--- src/rtl/pss_pkg.sv ---
package pss_pkg;

   typedef enum logic [1:0] {
      FMT_8   = 2'd0,
      FMT_12  = 2'd1,
      FMT_16  = 2'd2,
      FMT_16X = 2'd3
   } pss_fmt_e;

   typedef enum logic [1:0] {
      PH_IDLE  = 2'd0,
      PH_REQ0  = 2'd1,
      PH_DATA0 = 2'd2,
      PH_DATA1 = 2'd3
   } pss_phase_e;

   // combine two fetched bytes into a left-justified 16-bit sample
   function automatic logic [15:0] pss_join(pss_fmt_e f, logic odd,
                                            logic [7:0] b0, logic [7:0] b1);
      logic [3:0] nib;
      nib = odd ? b1[3:0] : b1[7:4];
      if (f == FMT_12) return {b0, nib, 4'h0};
      return {b0, b1};
   endfunction

endpackage

--- src/rtl/pss_pitch_regs.sv ---
module pss_pitch_regs #(
   parameter int FNUM_W = 10,
   parameter int OCT_W  = 4,
   parameter int FLO_W  = 7,
   parameter int FRAC_W = 16,
   localparam int FHI_W  = FNUM_W - FLO_W,
   localparam int BIAS   = 2**(OCT_W-1) - 1,
   localparam int WIDE_W = FNUM_W + 1 + 2*BIAS,
   localparam int RSH    = BIAS + 1 + FNUM_W - FRAC_W,
   localparam int STEP_W = WIDE_W - RSH
) (
   input  logic                    clk,
   input  logic                    rst_n,
   input  logic                    hi_we,
   input  logic [OCT_W+FHI_W-1:0]  hi_data,
   input  logic                    lo_we,
   input  logic [FLO_W-1:0]        lo_data,
   output logic [STEP_W-1:0]       step
);

   generate
      if (FLO_W >= FNUM_W || FLO_W < 1) begin : g_bad_split
         $error("pss_pitch_regs: FLO_W must lie in 1..FNUM_W-1");
      end
      if (RSH < 0) begin : g_bad_frac
         $error("pss_pitch_regs: FRAC_W too wide for the shifter");
      end
   endgenerate

   logic [OCT_W+FHI_W-1:0] staged_q;
   logic [OCT_W-1:0]       oct_q;
   logic [FNUM_W-1:0]      fnum_q;

   always_ff @(posedge clk) begin
      if (!rst_n) begin
         staged_q <= '0;
         oct_q    <= '0;
         fnum_q   <= '0;
      end else begin
         if (hi_we) staged_q <= hi_data;
         if (lo_we) begin
            oct_q  <= staged_q[OCT_W+FHI_W-1:FHI_W];
            fnum_q <= {staged_q[FHI_W-1:0], lo_data};
         end
      end
   end

   // shift amount = octave + BIAS; the unused most negative code maps to 0
   logic [OCT_W-1:0] sh;
   always_comb begin
      sh = oct_q + OCT_W'(BIAS);
      if (oct_q == {1'b1, {(OCT_W-1){1'b0}}}) sh = '0;
   end

   logic [WIDE_W-1:0] stg [0:OCT_W];
   assign stg[0] = WIDE_W'({1'b1, fnum_q});

   genvar k;
   generate
      for (k = 0; k < OCT_W; k++) begin : g_shift
         assign stg[k+1] = sh[k] ? (stg[k] << (2**k)) : stg[k];
      end
   endgenerate

   logic [WIDE_W-1:0] wide_shr;
   assign wide_shr = stg[OCT_W] >> RSH;
   assign step     = wide_shr[STEP_W-1:0];

endmodule

--- src/rtl/pss_phase_acc.sv ---
module pss_phase_acc #(
   parameter int INT_W  = 16,
   parameter int FRAC_W = 16,
   parameter int STEP_W = 23
) (
   input  logic              clk,
   input  logic              rst_n,
   input  logic              clear,
   input  logic              advance,
   input  logic [STEP_W-1:0] step,
   input  logic [INT_W-1:0]  loop_pt,
   input  logic [INT_W-1:0]  end_pt,
   output logic [INT_W-1:0]  pos_int
);

   localparam int POS_W = INT_W + FRAC_W;

   generate
      if (STEP_W > POS_W) begin : g_bad_step
         $error("pss_phase_acc: step wider than the position");
      end
   endgenerate

   logic [FRAC_W-1:0] pos_frac;
   logic [POS_W:0]    sum;
   logic [INT_W:0]    sum_int;
   logic [INT_W-1:0]  span;
   logic [INT_W:0]    folded;

   always_comb begin
      sum     = {1'b0, pos_int, pos_frac} + (POS_W+1)'(step);
      sum_int = sum[POS_W:FRAC_W];
      span    = end_pt - loop_pt;
      folded  = sum_int;
      if (sum_int > {1'b0, end_pt}) folded = sum_int - {1'b0, span};
   end

   always_ff @(posedge clk) begin
      if (!rst_n || clear) begin
         pos_int  <= '0;
         pos_frac <= '0;
      end else if (advance) begin
         pos_int  <= folded[INT_W-1:0];
         pos_frac <= sum[FRAC_W-1:0];
      end
   end

endmodule

--- src/rtl/pss_fetch.sv ---
module pss_fetch
   import pss_pkg::*;
#(
   parameter int ADDR_W = 22,
   parameter int INT_W  = 16
) (
   input  logic              clk,
   input  logic              rst_n,
   input  logic              key_on,
   input  logic              tick,
   input  logic [1:0]        fmt,
   input  logic [ADDR_W-1:0] start_addr,
   input  logic [INT_W-1:0]  pos_int,
   output logic              accept,
   output logic              rd_req,
   output logic [ADDR_W-1:0] rd_addr,
   input  logic [7:0]        rd_data,
   output logic [15:0]       sample_out,
   output logic              sample_valid
);

   generate
      if (ADDR_W < INT_W + 2) begin : g_bad_addr
         $error("pss_fetch: address too narrow for packed 12-bit data");
      end
   endgenerate

   pss_fmt_e          fmt_in, fmt_q;
   pss_phase_e        ph;
   logic [ADDR_W-1:0] a0, a1, a1_q, pair3;
   logic              odd_q;
   logic [7:0]        byte0_q;

   assign fmt_in = pss_fmt_e'(fmt);
   assign accept = key_on && tick && (ph == PH_IDLE);

   always_comb begin
      pair3 = (ADDR_W'(pos_int >> 1) << 1) + ADDR_W'(pos_int >> 1);
      case (fmt_in)
         FMT_8: begin
            a0 = start_addr + ADDR_W'(pos_int);
            a1 = a0;
         end
         FMT_12: begin
            a0 = start_addr + pair3 + (pos_int[0] ? ADDR_W'(2) : ADDR_W'(0));
            a1 = start_addr + pair3 + ADDR_W'(1);
         end
         default: begin
            a0 = start_addr + (ADDR_W'(pos_int) << 1);
            a1 = a0 + ADDR_W'(1);
         end
      endcase
   end

   always_ff @(posedge clk) begin
      if (!rst_n || !key_on) begin
         ph           <= PH_IDLE;
         rd_req       <= 1'b0;
         rd_addr      <= '0;
         a1_q         <= '0;
         fmt_q        <= FMT_8;
         odd_q        <= 1'b0;
         byte0_q      <= '0;
         sample_out   <= '0;
         sample_valid <= 1'b0;
      end else begin
         sample_valid <= 1'b0;
         case (ph)
            PH_IDLE: if (tick) begin
               rd_req  <= 1'b1;
               rd_addr <= a0;
               a1_q    <= a1;
               fmt_q   <= fmt_in;
               odd_q   <= pos_int[0];
               ph      <= PH_REQ0;
            end
            PH_REQ0: begin
               rd_req  <= (fmt_q != FMT_8);
               rd_addr <= a1_q;
               ph      <= PH_DATA0;
            end
            PH_DATA0: begin
               rd_req  <= 1'b0;
               byte0_q <= rd_data;
               if (fmt_q == FMT_8) begin
                  sample_out   <= {rd_data, 8'h00};
                  sample_valid <= 1'b1;
                  ph           <= PH_IDLE;
               end else begin
                  ph <= PH_DATA1;
               end
            end
            default: begin
               sample_out   <= pss_join(fmt_q, odd_q, byte0_q, rd_data);
               sample_valid <= 1'b1;
               ph           <= PH_IDLE;
            end
         endcase
      end
   end

endmodule

--- src/rtl/pitch_sample_stepper.sv ---
module pitch_sample_stepper #(
   parameter int ADDR_W = 22,
   parameter int INT_W  = 16,
   parameter int FRAC_W = 16,
   parameter int FNUM_W = 10,
   parameter int OCT_W  = 4,
   parameter int FLO_W  = 7,
   localparam int FHI_W  = FNUM_W - FLO_W,
   localparam int BIAS   = 2**(OCT_W-1) - 1,
   localparam int WIDE_W = FNUM_W + 1 + 2*BIAS,
   localparam int RSH    = BIAS + 1 + FNUM_W - FRAC_W,
   localparam int STEP_W = WIDE_W - RSH
) (
   input  logic                   clk,
   input  logic                   rst_n,
   input  logic                   tick,
   input  logic                   key_on,
   input  logic [ADDR_W-1:0]      start_addr,
   input  logic [INT_W-1:0]       loop_pt,
   input  logic [INT_W-1:0]       end_pt,
   input  logic [1:0]             fmt,
   input  logic                   pitch_hi_we,
   input  logic [OCT_W+FHI_W-1:0] pitch_hi_data,
   input  logic                   pitch_lo_we,
   input  logic [FLO_W-1:0]       pitch_lo_data,
   output logic                   rd_req,
   output logic [ADDR_W-1:0]      rd_addr,
   input  logic [7:0]             rd_data,
   output logic [15:0]            sample_out,
   output logic                   sample_valid
);

   logic [STEP_W-1:0] step_w;
   logic [INT_W-1:0]  pos_int;
   logic              accept;

   pss_pitch_regs #(
      .FNUM_W(FNUM_W), .OCT_W(OCT_W), .FLO_W(FLO_W), .FRAC_W(FRAC_W)
   ) u_pitch (
      .clk(clk), .rst_n(rst_n),
      .hi_we(pitch_hi_we), .hi_data(pitch_hi_data),
      .lo_we(pitch_lo_we), .lo_data(pitch_lo_data),
      .step(step_w)
   );

   pss_phase_acc #(
      .INT_W(INT_W), .FRAC_W(FRAC_W), .STEP_W(STEP_W)
   ) u_phase (
      .clk(clk), .rst_n(rst_n),
      .clear(!key_on), .advance(accept), .step(step_w),
      .loop_pt(loop_pt), .end_pt(end_pt),
      .pos_int(pos_int)
   );

   pss_fetch #(
      .ADDR_W(ADDR_W), .INT_W(INT_W)
   ) u_fetch (
      .clk(clk), .rst_n(rst_n),
      .key_on(key_on), .tick(tick), .fmt(fmt),
      .start_addr(start_addr), .pos_int(pos_int),
      .accept(accept),
      .rd_req(rd_req), .rd_addr(rd_addr), .rd_data(rd_data),
      .sample_out(sample_out), .sample_valid(sample_valid)
   );

endmodule

--- config.mk ---
export PLATFORM = sky130hd
export DESIGN_NAME = pitch_sample_stepper
export DESIGN_NICKNAME = d
export VERILOG_FILES = /design/src/rtl/pss_pkg.sv /design/src/rtl/pss_pitch_regs.sv /design/src/rtl/pss_phase_acc.sv /design/src/rtl/pss_fetch.sv /design/src/rtl/pitch_sample_stepper.sv
export SDC_FILE = /design/constraint.sdc
export NUM_CORES = 1
export LEC_CHECK = 0
export BUFFER_PORTS_ARGS = -buffer_cell sky130_fd_sc_hd__clkbuf_2
export CORE_MARGIN = 10
export CORE_UTILIZATION = 37
export CTS_BUF_LIST = sky130_fd_sc_hd__clkbuf_16
export DETAILED_ROUTE_END_ITERATION = 6
export PLACE_DENSITY = 0.58
export SLEW_MARGIN = 10
export SYNTH_ARGS = -nofsm -noshare
export SYNTH_HDL_FRONTEND = slang
export SYNTH_SLANG_ARGS = --single-unit
--- constraint.sdc ---
create_clock -name clk -period 7.8 [get_ports clk]
set_clock_uncertainty 0.05 [all_clocks]
set_input_delay 1.56 -clock clk [delete_from_list [all_inputs] [get_ports clk]]
set_output_delay 1.56 -clock clk [all_outputs]
set_load 0.05 [all_outputs]
==> metrics.md <==
| Metric | Value |
|---|---|
| Core footprint | `between 0.03 and 0.04 mm²` |
| Num CTS Buffers | `17` |
| Req. time, crit path | `about 8 ns` |
| Gr usage total | `around 19%` |
| Final min period | `7.143 ns` |
| Syn Nets | `about 2000` |
| Int Power | `about 1.4 mW` |
| Vias per inst | `roughly 5.6` |
| Detail Placement HPWL | `between 30000 and 40000 µm` |
| RSZ-0062 raised after global routing | `false` |
| Largest net degree at the start of global routing | `58` |
| DRT Pass-1 Iters | `5` |
| Hold Fails Final Rpt | `0` |
| NetSw | `about 0.75 mW` |
| DRT Wirelength | `approximately 43000 µm` |
| Slew Limit Fails | `0` |
| DR iter-0 viols | `roughly 990` |
| Post-synth ARST share | `0%` |
| Sink Count | `about 130` |
| Placer congestion estimate | `0.9136` |
| LEAKAGE | `6.834 nW` |
| Synthesized area | `roughly 0.014 mm²` |
| Die ar. | `0.04455 mm²` |
| Most frequent cells in the layout | `167 x nor2_1, 166 x nand2_1, 151 x a21oi_1` |
| Clock Tree Buf Depth | `2` |
| Combinational power share | `between 20% and 30%` |
| Initial Util | `a little under two fifths` |
| Kind of critical path | `register to register` |
| Place WS | `roughly 0.61 ns` |
| # nets final | `around 2100` |
| Finish-stage setup viols | `0` |
| Layout area overhead | `12.18%` |
| Worst-margin pin slew | `~1.0 ns` |
| Register area share after synthesis | `18.97%` |
| Most frequent CP cell | `a21o_1` |
| Number of synthesized flops with an enable pin | `0` |
| Initial antenna violation count | `6` |
| First-pass GRT wire length | `slightly below 70000 µm` |
| Max_slew headroom | `roughly a third` |
| Register share of total power | `32.5%` |
| Die Y | `around 210 µm` |
| Share of post-route cells with drive strength above 1 | `between 10% and 20%` |
| Post-synth cell types | `86` |
| Arr. time, crit path | `approximately 7.5 ns` |
| Ys Warns | `0` |
| Most common cell after layout, fill and taps aside | `nor2_1` |
| Sw frac | `around a third` |
| Setup WS post-layout | `between 0.6 and 0.7 ns` |
| H-tree levels | `4` |
| Skew-Pair Late Insertion Delay | `about 0.45 ns` |
| Achievable Freq | `140.0 MHz` |
| Max Cap Violations | `0` |
| Gr ovfl total | `0` |
| Maximum vdd drop | `about 0.00011 V` |
| Max incr delay on CP | `~0.48 ns` |
| Vias | `roughly 13000` |
| Vias in the first global route | `around 12000` |
| Post-route clock period utilization | `about 92%` |
| # IOs | `about 120` |
| Cell row count | `69` |
| Post-route setup TNS | `0 ns` |
| Worst Path Max Fanout | `9` |
| CTS tree | `done` |
| Syn Area/Cell | `~7.5 µm²` |
| Hold_buf cts | `0` |
| Setup crit start kind | `register` |
| Worst min path class | `register to register` |
| Clock Power Share | `39.0%` |
| Buffers added on ports | `123` |
| Root buffer cell | `clkbuf_16` |
| Slowest stage cell, crit path | `fa_1` |
| Drt wl/cell | `roughly 18 µm` |
| Yosys reg bits | `approximately 130` |
| Status | `finished clean` |
| Synthesized instance count | `around 1800` |
| Crit end category | `register` |
| Primary FF master, synth | `dfxtp_1` |
| Antenna viol nets, final | `0` |
| DRC errors left | `0` |
| Power Density | `~140 mW/mm²` |
| Clk pin slew, worst setup/hold paths | `roughly 0.07 ns` |
| Die X | `211.1 µm` |
[registers in the layout (all words and copies together), names as in the netlist]
| signal | count |
|---|---|
| u_fetch.a1_q | 22 |
| u_fetch.byte0_q | 8 |
| u_fetch.fmt_q | 2 |
| u_fetch.odd_q | 1 |
| u_fetch.ph | 2 |
| u_fetch.rd_addr | 22 |
| u_fetch.rd_req | 1 |
| u_fetch.sample_out | 16 |
| u_fetch.sample_valid | 1 |
| u_phase.pos_frac | 16 |
| u_phase.pos_int | 16 |
| u_pitch.fnum_q | 10 |
| u_pitch.oct_q | 4 |
| u_pitch.staged_q | 7 |
[cell usage after synthesis (all sizes together) (12+ instances only)]
master,count,area (µm²)
nand3,51,255.2
dfxtp,128,2562
xor2,43,384.1
o21ai,100,500.5
and3,15,93.84
nand2b,21,138.9
and2,14,87.59
a211oi,47,367.9
or2,13,81.33
nor2b,36,225.2
nor2,168,630.6
mux2i,58,580.6
a21oi,151,755.7
a31oi,15,93.84
a21o,39,292.8
nor3,58,295.3
xnor2,96,859.6
nand2,167,626.9
inv,101,379.1
o211ai,23,172.7
or3,17,106.4
o21bai,14,105.1
nand4,12,75.07
clkbuf,78,292.8
ha,121,1514
a22oi,15,112.6
o21a,26,195.2
fa,20,400.4
[worst max-delay path: cells and delay by family, from the launching register on]
kind / cells / cell delay [ns]
AND/OR/NAND/NOR: 5 / 0.97
XOR/XNOR: 2 / 0.34
multiplexers: 3 / 0.55
flip-flops: 1 / 0.31
adder cells (fa/ha/maj): 3 / 1.18
buffers and inverters: 4 / 0.53
AO/OA/AOI/OAI: 16 / 3.12
[repair_timing]
action,in CTS,in global routing
buffers inserted,0,0
endpoints found under the setup margin,0,2
resized for setup,0,2
[worst paths after layout]
check	start	end	slack, ns	depth (start not counted)
setup / recovery	u_pitch.oct_q[0]	u_phase.pos_int[14]	0.66	33
hold / removal	u_fetch.a1_q[3]	u_fetch.a1_q[3]	0.41	2
setup reg to reg	u_pitch.oct_q[0]	u_phase.pos_int[14]	0.66	33
hold reg to reg	u_fetch.a1_q[3]	u_fetch.a1_q[3]	0.41	2
[cell families (layout without fill, tap and decap cells)]
logic type,Yosys count,count (layout),share of synthesized area [%]
AND/OR/NAND/NOR,606,606,21.75
AO/OA/AOI/OAI,535,535,25.93
buffers and inverters,190,279,5.336
adder cells (fa/ha/maj),141,141,14.17
XOR/XNOR,139,139,9.208
flip-flops,128,128,18.97
multiplexers,62,62,4.632
other,0,1,0
[stage by stage]
stage / cell area [µm²] / power, mW / util, % / hold slack (ns) / cells
2_1_floorplan: 13510 / 1.150 / - / 0.3862 / 1801
3_3_place_gp: 14540 / 1.303 / 40.58 / 0.3858 / 2319
3_5_place_dp: 14540 / 1.309 / 40.58 / 0.4006 / 2319
4_1_cts: 15140 / 2.147 / 42.26 / 0.4094 / 2351
5_1_grt: 15150 / 2.250 / 42.28 / 0.4281 / 2351
6_report: 15150 / 2.136 / 42.29 / 0.4063 / 2352
[layer usage]
| metal | up-vias | track usage, % | share of wire [%] |
|---|---|---|---|
| met3 | 35 | 3.323 | 5.7 |
| met1 | 6174 | 26.32 | 50 |
| met5 | - | 0 | 0.13 |
| met4 | 8 | 3.796 | 1.0 |
| li1 | 6625 | - | - |
| met2 | 365 | 28.65 | 43 |
[final cells by class]
type                       count  area, µm²
antenna                        1      2.502
clock buffer                  17      425.4
clock inverter                15      177.7
fill                        3692      20680
inverter                     101      379.1
multi-input combinational   1483      10240
sequential                   128       2562
tap                          461      576.8
timing repair buffer         146      788.3
[power by group through the flow]
stage / logic [mW] / registers (mW) / clock network (mW)
after floorplan: 0.431 / 0.720 / 0
after global placement: 0.596 / 0.707 / 0
after detailed placement: 0.601 / 0.707 / 0
after CTS: 0.605 / 0.693 / 0.849
after global routing: 0.678 / 0.696 / 0.876
final: 0.609 / 0.693 / 0.833
No activity file was read; power rests on OpenSTA's default activity.
